File: config.mk
export PLATFORM = sky130hd
export DESIGN_NAME = pwm_dac_pair
export DESIGN_NICKNAME = d
export VERILOG_FILES = /design/src/rtl/pwm_dac_pkg.sv /design/src/rtl/pwm_tick_gen.sv /design/src/rtl/pwm_timebase.sv /design/src/rtl/pwm_dac_chan.sv /design/src/rtl/pwm_dac_pair.sv
export SDC_FILE = /design/constraint.sdc
export NUM_CORES = 1
export LEC_CHECK = 0
export ABC_AREA = 1
export BUFFER_PORTS_ARGS = -buffer_cell sky130_fd_sc_hd__buf_2
export CORE_MARGIN = 1
export CORE_UTILIZATION = 44
export CTS_CLUSTER_DIAMETER = 30
export DETAILED_ROUTE_END_ITERATION = 10
export SYNTH_ARGS = -nofsm -noshare
export SYNTH_HDL_FRONTEND = slang
export SYNTH_HIERARCHICAL = 1
export SYNTH_SLANG_ARGS = --single-unit
export TNS_END_PERCENT = 100
File: constraint.sdc
create_clock -name clk -period 3 [get_ports clk]
set_input_delay 0.45 -clock clk [delete_from_list [all_inputs] [get_ports clk]]
set_output_delay 0.45 -clock clk [all_outputs]
set_load 0.01 [all_outputs]
File: src/rtl/pwm_dac_pkg.sv
package pwm_dac_pkg;

    localparam int DUTY_W  = 16;
    localparam int SHORT_W = 8;

    typedef enum logic {
        MODE_SHORT = 1'b0,
        MODE_LONG  = 1'b1
    } pwm_mode_e;

    typedef struct packed {
        logic [DUTY_W-1:0] act;
        logic [DUTY_W-1:0] pend;
    } chan_st_t;

    typedef struct packed {
        logic [DUTY_W-1:0] cnt;
        pwm_mode_e         mode;
    } tb_st_t;

endpackage

File: src/rtl/pwm_tick_gen.sv
module pwm_tick_gen #(
    parameter int PRE_W = 8
) (
    input  logic             clk,
    input  logic             rst_n,
    input  logic             clr_i,
    input  logic [PRE_W-1:0] div_i,
    output logic             tick_o
);

    typedef struct packed {
        logic [PRE_W-1:0] cnt;
    } pre_st_t;

    pre_st_t st_d, st_q;

    assign tick_o = (st_q.cnt == div_i);

    always_comb begin
        st_d = st_q;
        if (clr_i || tick_o) begin
            st_d.cnt = '0;
        end else begin
            st_d.cnt = st_q.cnt + 1'b1;
        end
    end

    always_ff @(posedge clk) begin
        if (!rst_n) begin
            st_q <= '0;
        end else begin
            st_q <= st_d;
        end
    end

    // a cleared prescaler restarts from zero
    p_clr_restart_r2: assert property (@(posedge clk) disable iff (!rst_n)
        clr_i |=> st_q.cnt == '0);

endmodule

File: src/rtl/pwm_timebase.sv
module pwm_timebase
    import pwm_dac_pkg::*;
(
    input  logic              clk,
    input  logic              rst_n,
    input  logic              tick_i,
    input  logic              mode_i,
    output logic [DUTY_W-1:0] cnt_o,
    output logic              long_o,
    output logic              chg_o,
    output logic              wrap_o
);

    localparam int HI_W = DUTY_W - SHORT_W;

    tb_st_t st_d, st_q;
    logic   at_last;

    assign chg_o   = (pwm_mode_e'(mode_i) != st_q.mode);
    assign long_o  = (st_q.mode == MODE_LONG);
    assign cnt_o   = st_q.cnt;
    assign at_last = long_o ? (&st_q.cnt) : (&st_q.cnt[SHORT_W-1:0]);
    assign wrap_o  = tick_i && !chg_o && at_last;

    always_comb begin
        st_d = st_q;
        if (chg_o) begin
            st_d.mode = pwm_mode_e'(mode_i);
            st_d.cnt  = '0;
        end else if (tick_i) begin
            if (long_o) begin
                st_d.cnt = st_q.cnt + 1'b1;
            end else begin
                st_d.cnt = {{HI_W{1'b0}}, SHORT_W'(st_q.cnt[SHORT_W-1:0] + 1'b1)};
            end
        end
    end

    always_ff @(posedge clk) begin
        if (!rst_n) begin
            st_q <= '{cnt: '0, mode: MODE_SHORT};
        end else begin
            st_q <= st_d;
        end
    end

    // short mode never leaves the 8-bit range
    p_short_range_r3: assert property (@(posedge clk) disable iff (!rst_n)
        !long_o |-> st_q.cnt[DUTY_W-1:SHORT_W] == '0);

    // counter only moves on a tick or a mode switch
    p_step_on_tick_r2: assert property (@(posedge clk) disable iff (!rst_n)
        (!tick_i && !chg_o) |=> $stable(st_q.cnt));

    // a mode switch restarts the period
    p_switch_restart_r7: assert property (@(posedge clk) disable iff (!rst_n)
        chg_o |=> st_q.cnt == '0);

endmodule

File: src/rtl/pwm_dac_chan.sv
module pwm_dac_chan
    import pwm_dac_pkg::*;
(
    input  logic              clk,
    input  logic              rst_n,
    input  logic              long_i,
    input  logic              chg_i,
    input  logic              wrap_i,
    input  logic [DUTY_W-1:0] cnt_i,
    input  logic              wr_i,
    input  logic [DUTY_W-1:0] wr_data_i,
    output logic              pwm_o
);

    localparam int HI_W = DUTY_W - SHORT_W;

    chan_st_t st_d, st_q;

    always_comb begin
        st_d = st_q;
        if (chg_i) begin
            // mode switch: pending promoted, concurrent write dropped
            st_d.act = st_q.pend;
        end else if (long_i) begin
            if (wr_i) begin
                st_d.act  = wr_data_i;
                st_d.pend = wr_data_i;
            end
        end else begin
            if (wrap_i) begin
                st_d.act = st_q.pend;
            end
            if (wr_i) begin
                st_d.pend = {{HI_W{1'b0}}, wr_data_i[SHORT_W-1:0]};
            end
        end
    end

    always_ff @(posedge clk) begin
        if (!rst_n) begin
            st_q <= '0;
        end else begin
            st_q <= st_d;
        end
    end

    assign pwm_o = long_i ? (cnt_i < st_q.act)
                          : (cnt_i[SHORT_W-1:0] < st_q.act[SHORT_W-1:0]);

    // buffered mode holds the active duty between wraps
    p_short_hold_r4: assert property (@(posedge clk) disable iff (!rst_n)
        (!long_i && !wrap_i && !chg_i) |=> $stable(st_q.act));

    // immediate mode applies a write on the next edge
    p_long_write_r6: assert property (@(posedge clk) disable iff (!rst_n)
        (long_i && !chg_i && wr_i) |=> st_q.act == $past(wr_data_i));

    // pending value becomes active on a mode switch
    p_switch_copy_r7: assert property (@(posedge clk) disable iff (!rst_n)
        chg_i |=> st_q.act == $past(st_q.pend));

    // zero duty never drives the output high
    p_zero_low_r9: assert property (@(posedge clk) disable iff (!rst_n)
        (st_q.act == '0) |-> !pwm_o);

endmodule

File: src/rtl/pwm_dac_pair.sv
module pwm_dac_pair
    import pwm_dac_pkg::*;
#(
    parameter  int NCH   = 2,
    parameter  int PRE_W = 8,
    localparam int AW    = (NCH > 1) ? $clog2(NCH) : 1
) (
    input  logic              clk,
    input  logic              rst_n,
    input  logic              mode_long,
    input  logic [PRE_W-1:0]  presc_div,
    input  logic              wr_en,
    input  logic [AW-1:0]     wr_addr,
    input  logic [DUTY_W-1:0] wr_data,
    output logic [NCH-1:0]    pwm_out
);

    logic              tick;
    logic              chg;
    logic              long_m;
    logic              wrap;
    logic [DUTY_W-1:0] cnt;

    pwm_tick_gen #(.PRE_W(PRE_W)) i_tick (
        .clk    (clk),
        .rst_n  (rst_n),
        .clr_i  (chg),
        .div_i  (presc_div),
        .tick_o (tick)
    );

    pwm_timebase i_base (
        .clk    (clk),
        .rst_n  (rst_n),
        .tick_i (tick),
        .mode_i (mode_long),
        .cnt_o  (cnt),
        .long_o (long_m),
        .chg_o  (chg),
        .wrap_o (wrap)
    );

    for (genvar g = 0; g < NCH; g++) begin : g_chan
        logic hit;
        assign hit = wr_en && (wr_addr == AW'(g));

        pwm_dac_chan i_chan (
            .clk       (clk),
            .rst_n     (rst_n),
            .long_i    (long_m),
            .chg_i     (chg),
            .wrap_i    (wrap),
            .cnt_i     (cnt),
            .wr_i      (hit),
            .wr_data_i (wr_data),
            .pwm_o     (pwm_out[g])
        );
    end

    // at most one channel is addressed by a write
    p_one_target_r8: assert property (@(posedge clk) disable iff (!rst_n)
        $onehot0({g_chan[1].hit, g_chan[0].hit}));

endmodule

### Word level (Yosys, flattened, before mapping)

Index checks and enable logic that the tools add are counted.

* add/subtract/negate cells: 3
* order comparisons: 4
* equality and inequality tests: 4
* muxes and demuxes: 14
* bitwise gates (word level): 3
* reduce and logical (&&, ||, !) cells: 15

Operator list (count)
* $mux 32: 4
* $mux 16: 7
* $lt 16x16->1: 2
* $add 16x1->16 const B: 1
* $add 8x1->8 const B: 2
* $lt 8x8->1: 2
* $reduce_and 16->1: 1
* $eq 8x8->1: 1
* $reduce_and 2->1: 4
* $reduce_and 8->1: 1
* $ne 3x2->1 const B: 2
* $logic_and 1x1->1: 4
* $reduce_or 2->1: 2
* $mux 1: 3
* $not 1->1: 3
* $reduce_bool 3->1: 1
* $logic_not 1->1: 1
* $logic_or 1x1->1: 1
* $ne 1x1->1: 1

* register bits: 89
* input port bits: 29
* logic and storage cells: 50

### Logic depth before layout (Yosys ltp)

* word-level depth: 7
* gate-level depth with buffers: 17
* gate-level depth less buffers: 16

### By module

The synthesis kept the hierarchy.

By module, submodules not included
* pwm_dac_chan: times used 2, cells an instance 235, area each 1695.4 um^2, seq. area each 640.6 um^2
* pwm_timebase: times used 1, cells an instance 138, area each 893.4 um^2, seq. area each 340.3 um^2
* pwm_tick_gen: times used 1, cells an instance 73, area each 505.5 um^2, seq. area each 160.2 um^2
* pwm_dac_pair: times used 1, cells an instance 4, area each 17.5 um^2, seq. area each 0.0 um^2

### Worst setup path after synthesis

Ideal clock, no wire load.

* kind: input -> register
* from: input presc_div[1]
* to: register g_chan[0].i_chan/st_q[16] (netlist bit)
* setup time: 125 ps
* arrival time: 1918 ps
* path slack: 957 ps
* stages: 16
* path buffers: 1
* cell sequence: inv_1 -> nand2_1 -> nand2_1 -> nand2_2 -> nor2_1 -> nand2_2 -> inv_1 -> nand2_2 -> nor2_4 -> nand2_2 -> inv_2 -> o21a_1 -> a21oi_2 -> nand2_2 -> buf_2 -> a31oi_1

* cells in the longest elaborated chain, start to end: 5

Ends and longest elaborated chain
* from (decl): RTL line pwm_dac_pair.sv:11 `input logic [PRE_W-1:0] presc_div,`
* $eq 8x8->1: RTL line pwm_tick_gen.sv:17 `assign tick_o = (st_q.cnt == div_i);`
* via tick: RTL line pwm_dac_pair.sv:18 `logic tick;`
* $logic_and 1x1->1 (2 in a row): RTL line pwm_timebase.sv:23 `assign wrap_o = tick_i && !chg_o && at_last;`
* via wrap: RTL line pwm_dac_pair.sv:21 `logic wrap;`
* $reduce_bool 3->1 (no source line)
* $reduce_and 2->1 (no source line)
* to (signal assigned): RTL line pwm_dac_chan.sv:43 `st_q <= st_d;`
* to (decl): RTL line pwm_dac_chan.sv:17 `chan_st_t st_d, st_q;`

The timed path passes the listed nets, and every way through them passes these cells.
A chain may end at the register's enable or synchronous reset.

### Worst setup path after layout

* from: register i_tick/st_q[2] (netlist bit)
* to: register g_chan[1].i_chan/st_q[31] (netlist bit)

* cells in the longest elaborated chain, start to end: 5

Ends and longest elaborated chain
* from (decl): RTL line pwm_tick_gen.sv:15 `pre_st_t st_d, st_q;`
* from (signal assigned): RTL line pwm_tick_gen.sv:32 `st_q <= st_d;`
* $eq 8x8->1: RTL line pwm_tick_gen.sv:17
* via tick: RTL line pwm_dac_pair.sv:18
* $logic_and 1x1->1 (2 in a row): RTL line pwm_timebase.sv:23
* via wrap: RTL line pwm_dac_pair.sv:21
* $reduce_bool 3->1 (no source line)
* $reduce_and 2->1 (no source line)
* to (signal assigned): RTL line pwm_dac_chan.sv:43
* to (decl): RTL line pwm_dac_chan.sv:17

The timed path passes the listed nets, and every way through them passes these cells.

==> results.json <==
{
  "root_buffer": "clkbuf_8",
  "ctsResizeCount": 0,
  "syn-cell-area_um2": 4807,
  "synthToLayoutAreaGrowth_pct": 8.615,
  "r2r_slack_ns": 0.43,
  "post_cts_buffers": 0,
  "cp_data_required_time_ns": 3.30,
  "drt_iter0_drc": 262,
  "antenna_found_initial": 0,
  "crit_top_cell": "nand2_2",
  "drt-total-wl_um": 11140,
  "rsz0062_at_grt": "false",
  "die-area_um2": 11350,
  "finClkSkew_ns": 0.008061,
  "ios": 31,
  "ys.flop_type": "dfxtp_1",
  "ys_types": 32,
  "fmax_mhz": 389.5,
  "initial_core_util_pct": 45.95,
  "use_met2_pct": 32.79,
  "fin_crit_sh_pct": 85.58,
  "outcome": "finished, final reports clean",
  "holdBufCountCts": 0,
  "first_pass_iters": 5,
  "layout.nets": 771,
  "crit_path_max_incr_delay_ns": 0.46,
  "synth_seq_area_share_pct": 37.06,
  "track_usage_pct": 21.34,
  "cts.reportedPaths.clkPinSlew_ns": 0.09,
  "setup_viol": 0,
  "synth_warnings": 6,
  "r2r-end": "g_chan[1].i_chan/st_q[31]",
  "num_vias": 4256,
  "peakVddDrop_mv": 0.5435,
  "drive_gt1_share_pct": 12.59,
  "diodes": 0,
  "use_met3_pct": 5.150,
  "ant_nets": 0,
  "dpl_cell_area_um2": 5005,
  "die-width_um": 106.5,
  "cp-end-kind": "flop",
  "grt.busiest_layer": "met2",
  "path_cells": "xnor2_1 -> nand2_1 -> nor2_1 -> nand2_2 -> inv_1 -> nand2_2 -> nor2_4 -> nand2_2 -> inv_2 -> o21a_1 -> a21oi_2 -> nand2_2 -> o21ai_0 -> a31oi_1",
  "min_to": "i_base/long_o",
  "path_max_fanout": 32,
  "synth_top_cell_by_area": "dfxtp_1",
  "synth-async-reset-ratio_pct": 0,
  "min_path_cells": 3,
  "core-area_um2": 10460,
  "grt_overflow": 0,
  "max_slew_margin_pct": 46.90,
  "grt_pass1_wl_um": 19010,
  "syn_inst": 685,
  "die_h_um": 106.5,
  "slew_violations": 0,
  "setup_tns_ns": 0,
  "regToRegStartpoint": "i_tick/st_q[2]",
  "synth-seq-cells": 89,
  "cts_buffers": 9,
  "cts_htree_levels": 3,
  "grt_pass1_vias": 3954,
  "insertion_delay_ns": 0.38,
  "grt_max_degree": 51,
  "reg2regPathDepth": 14,
  "crit_arrival_ns": 2.87,
  "gp_congestion": 0.7937,
  "cts.sinks": 89,
  "routedWlPerCell_um": 13.09,
  "hold_viol_final": 0,
  "pre_cts_ws_ns": 0.3068,
  "p_leak_nw": 2.134,
  "fin_area_um2": 5221,
  "whs_ns": 0.3189,
  "synth-edff-count": 0,
  "drc": 0,
  "place_hpwl_um": 8068,
  "rows": 37,
  "path_buf_inv": 2,
  "netlist_top_cells_area": "dfxtp_1 37%, nand2_1 14%, ha_1 8.3%",
  "worst_setup_path_start_kind": "flop",
  "max-cap-violations": 0,
  "critPathKind": "reg -> reg",
  "fin_ws_ns": 0.4327,
  "syn-mean-instance-area_um2": 7.018,
  "slowest_stage": "dfxtp_1",
  "worst_slew_pin_slew_ns": 0.7882,
  "syn_nets": 746,
  "routed_via_density": 5.001,
  "synth.top_cell.area_share_pct": 37.06,
  "hold_class": "in -> reg",
  "cts_tree": "yes",
  "fin_crit_ns": 2.567,
  "hp-start": "mode_long",
  "fin_util_pct": 49.90,
  "port_buffers": 30,
  "power_density_nw_per_um2": 477.4,
  "met1_usage_pct": 29.80,
  "critPathTopFamily": "simple AND/OR/NAND/NOR gates",
  "clock_path_buffers": 2
}
==> per-stage QoR <==
step                      total power, mW  cells
final                               2.493    851
after global routing                2.621    851
after CTS                           2.524    851
after detailed placement            1.599    835
after global placement              1.588    835
after floorplan                     1.508    685
==> worst max-delay path by stage <==
stage / startpoint / to / slack (ns) / depth (start not counted)
finish: i_tick/st_q[2] / g_chan[1].i_chan/st_q[31] / 0.43 / 14
global route: i_tick/st_q[2] / g_chan[1].i_chan/st_q[26] / 0.18 / 14
CTS: i_tick/st_q[2] / g_chan[1].i_chan/st_q[31] / 0.43 / 14
detailed placement: presc_div[0] / g_chan[1].i_chan/st_q[31] / 0.31 / 17
global placement: presc_div[5] / g_chan[1].i_chan/st_q[31] / 0.43 / 17
floorplan: presc_div[1] / g_chan[0].i_chan/st_q[16] / 0.96 / 16
==> cell usage in the layout, fill, tap and decap left out, drive strengths merged <==
master / netlist / final
a211oi: 2 / 2
a21o: 2 / 2
a21oi: 37 / 37
a31oi: 32 / 32
buf: 16 / 34
bufinv: 0 / 2
clkbuf: 4 / 9
clkinv: 1 / 4
dfxtp: 89 / 89
ha: 32 / 32
inv: 90 / 92
nand2: 192 / 192
nand3: 26 / 26
nand4: 3 / 3
nor2: 89 / 89
nor3: 9 / 9
o21a: 1 / 1
o21ai: 51 / 51
o21bai: 1 / 1
xnor2: 5 / 5
xor2: 3 / 3
==> worst reg2reg max path: stages (launching register included) <==
cell	delay, ns
dfxtp_1	0.46
xnor2_1	0.15
nand2_1	0.06
nor2_1	0.12
nand2_2	0.09
inv_1	0.17
nand2_2	0.10
nor2_4	0.14
nand2_2	0.09
inv_2	0.08
o21a_1	0.18
a21oi_2	0.08
nand2_2	0.43
o21ai_0	0.17
a31oi_1	0.18
==> Yosys cell counts, types with 2 or more instances <==
library cell  instances
nand2_1             180
dfxtp_1              89
inv_1                85
nor2_1               73
a21oi_1              34
a31oi_1              32
ha_1                 32
o21ai_1              28
nand3_1              25
o21ai_0              22
nand2_2              11
nor2_2               11
buf_4                 8
nor3_1                8
buf_6                 6
inv_2                 5
nor2_4                5
xnor2_1               5
clkbuf_1              4
a21oi_2               3
nand4_1               3
xor2_1                3
a211oi_1              2
a21o_1                2
buf_2                 2
==> area by class of cell <==
class / count / area [um^2]
Clock buffer: 9 / 123.9
Clock inverter: 7 / 92.59
Fill cell: 1134 / 5241
Inverter: 91 / 342.8
Multi-Input combinational cell: 485 / 2530
Sequential cell: 89 / 1782
Tap cell: 136 / 170.2
Timing Repair Buffer: 34 / 180.2
==> cells by family (layout without fill, tap and decap cells) <==
family | Yosys count | after routing | share of synthesized area [%]
xor gates and xnor gates | 8 | 8 | 1.458
adders and majority gates | 32 | 32 | 8.329
AOI/OAI and AO/OA | 126 | 126 | 14.58
buffers and inverters | 111 | 141 | 10.31
DFF | 89 | 89 | 37.06
and+or+nand+nor | 319 | 319 | 28.27
==> layer usage <==
metal  up-vias  wire, um
met5         -         0
met4         0       120
met3        10       426
met2        62      4752
met1      1933      5838
li1       2251         -
==> sequential cells by signal (all words and copies together), names as in the netlist <==
signal	flops
i_tick/st_q	8
i_base/cnt_o	16
g_chan.i_chan/st_q	64
i_base/long_o	1
==> power by group <==
group          switching, mW  internal [mW]
registers             0.0319           1.23
logic                  0.201          0.106
clock network          0.451          0.471
No activity file was read; power rests on OpenSTA's default activity.
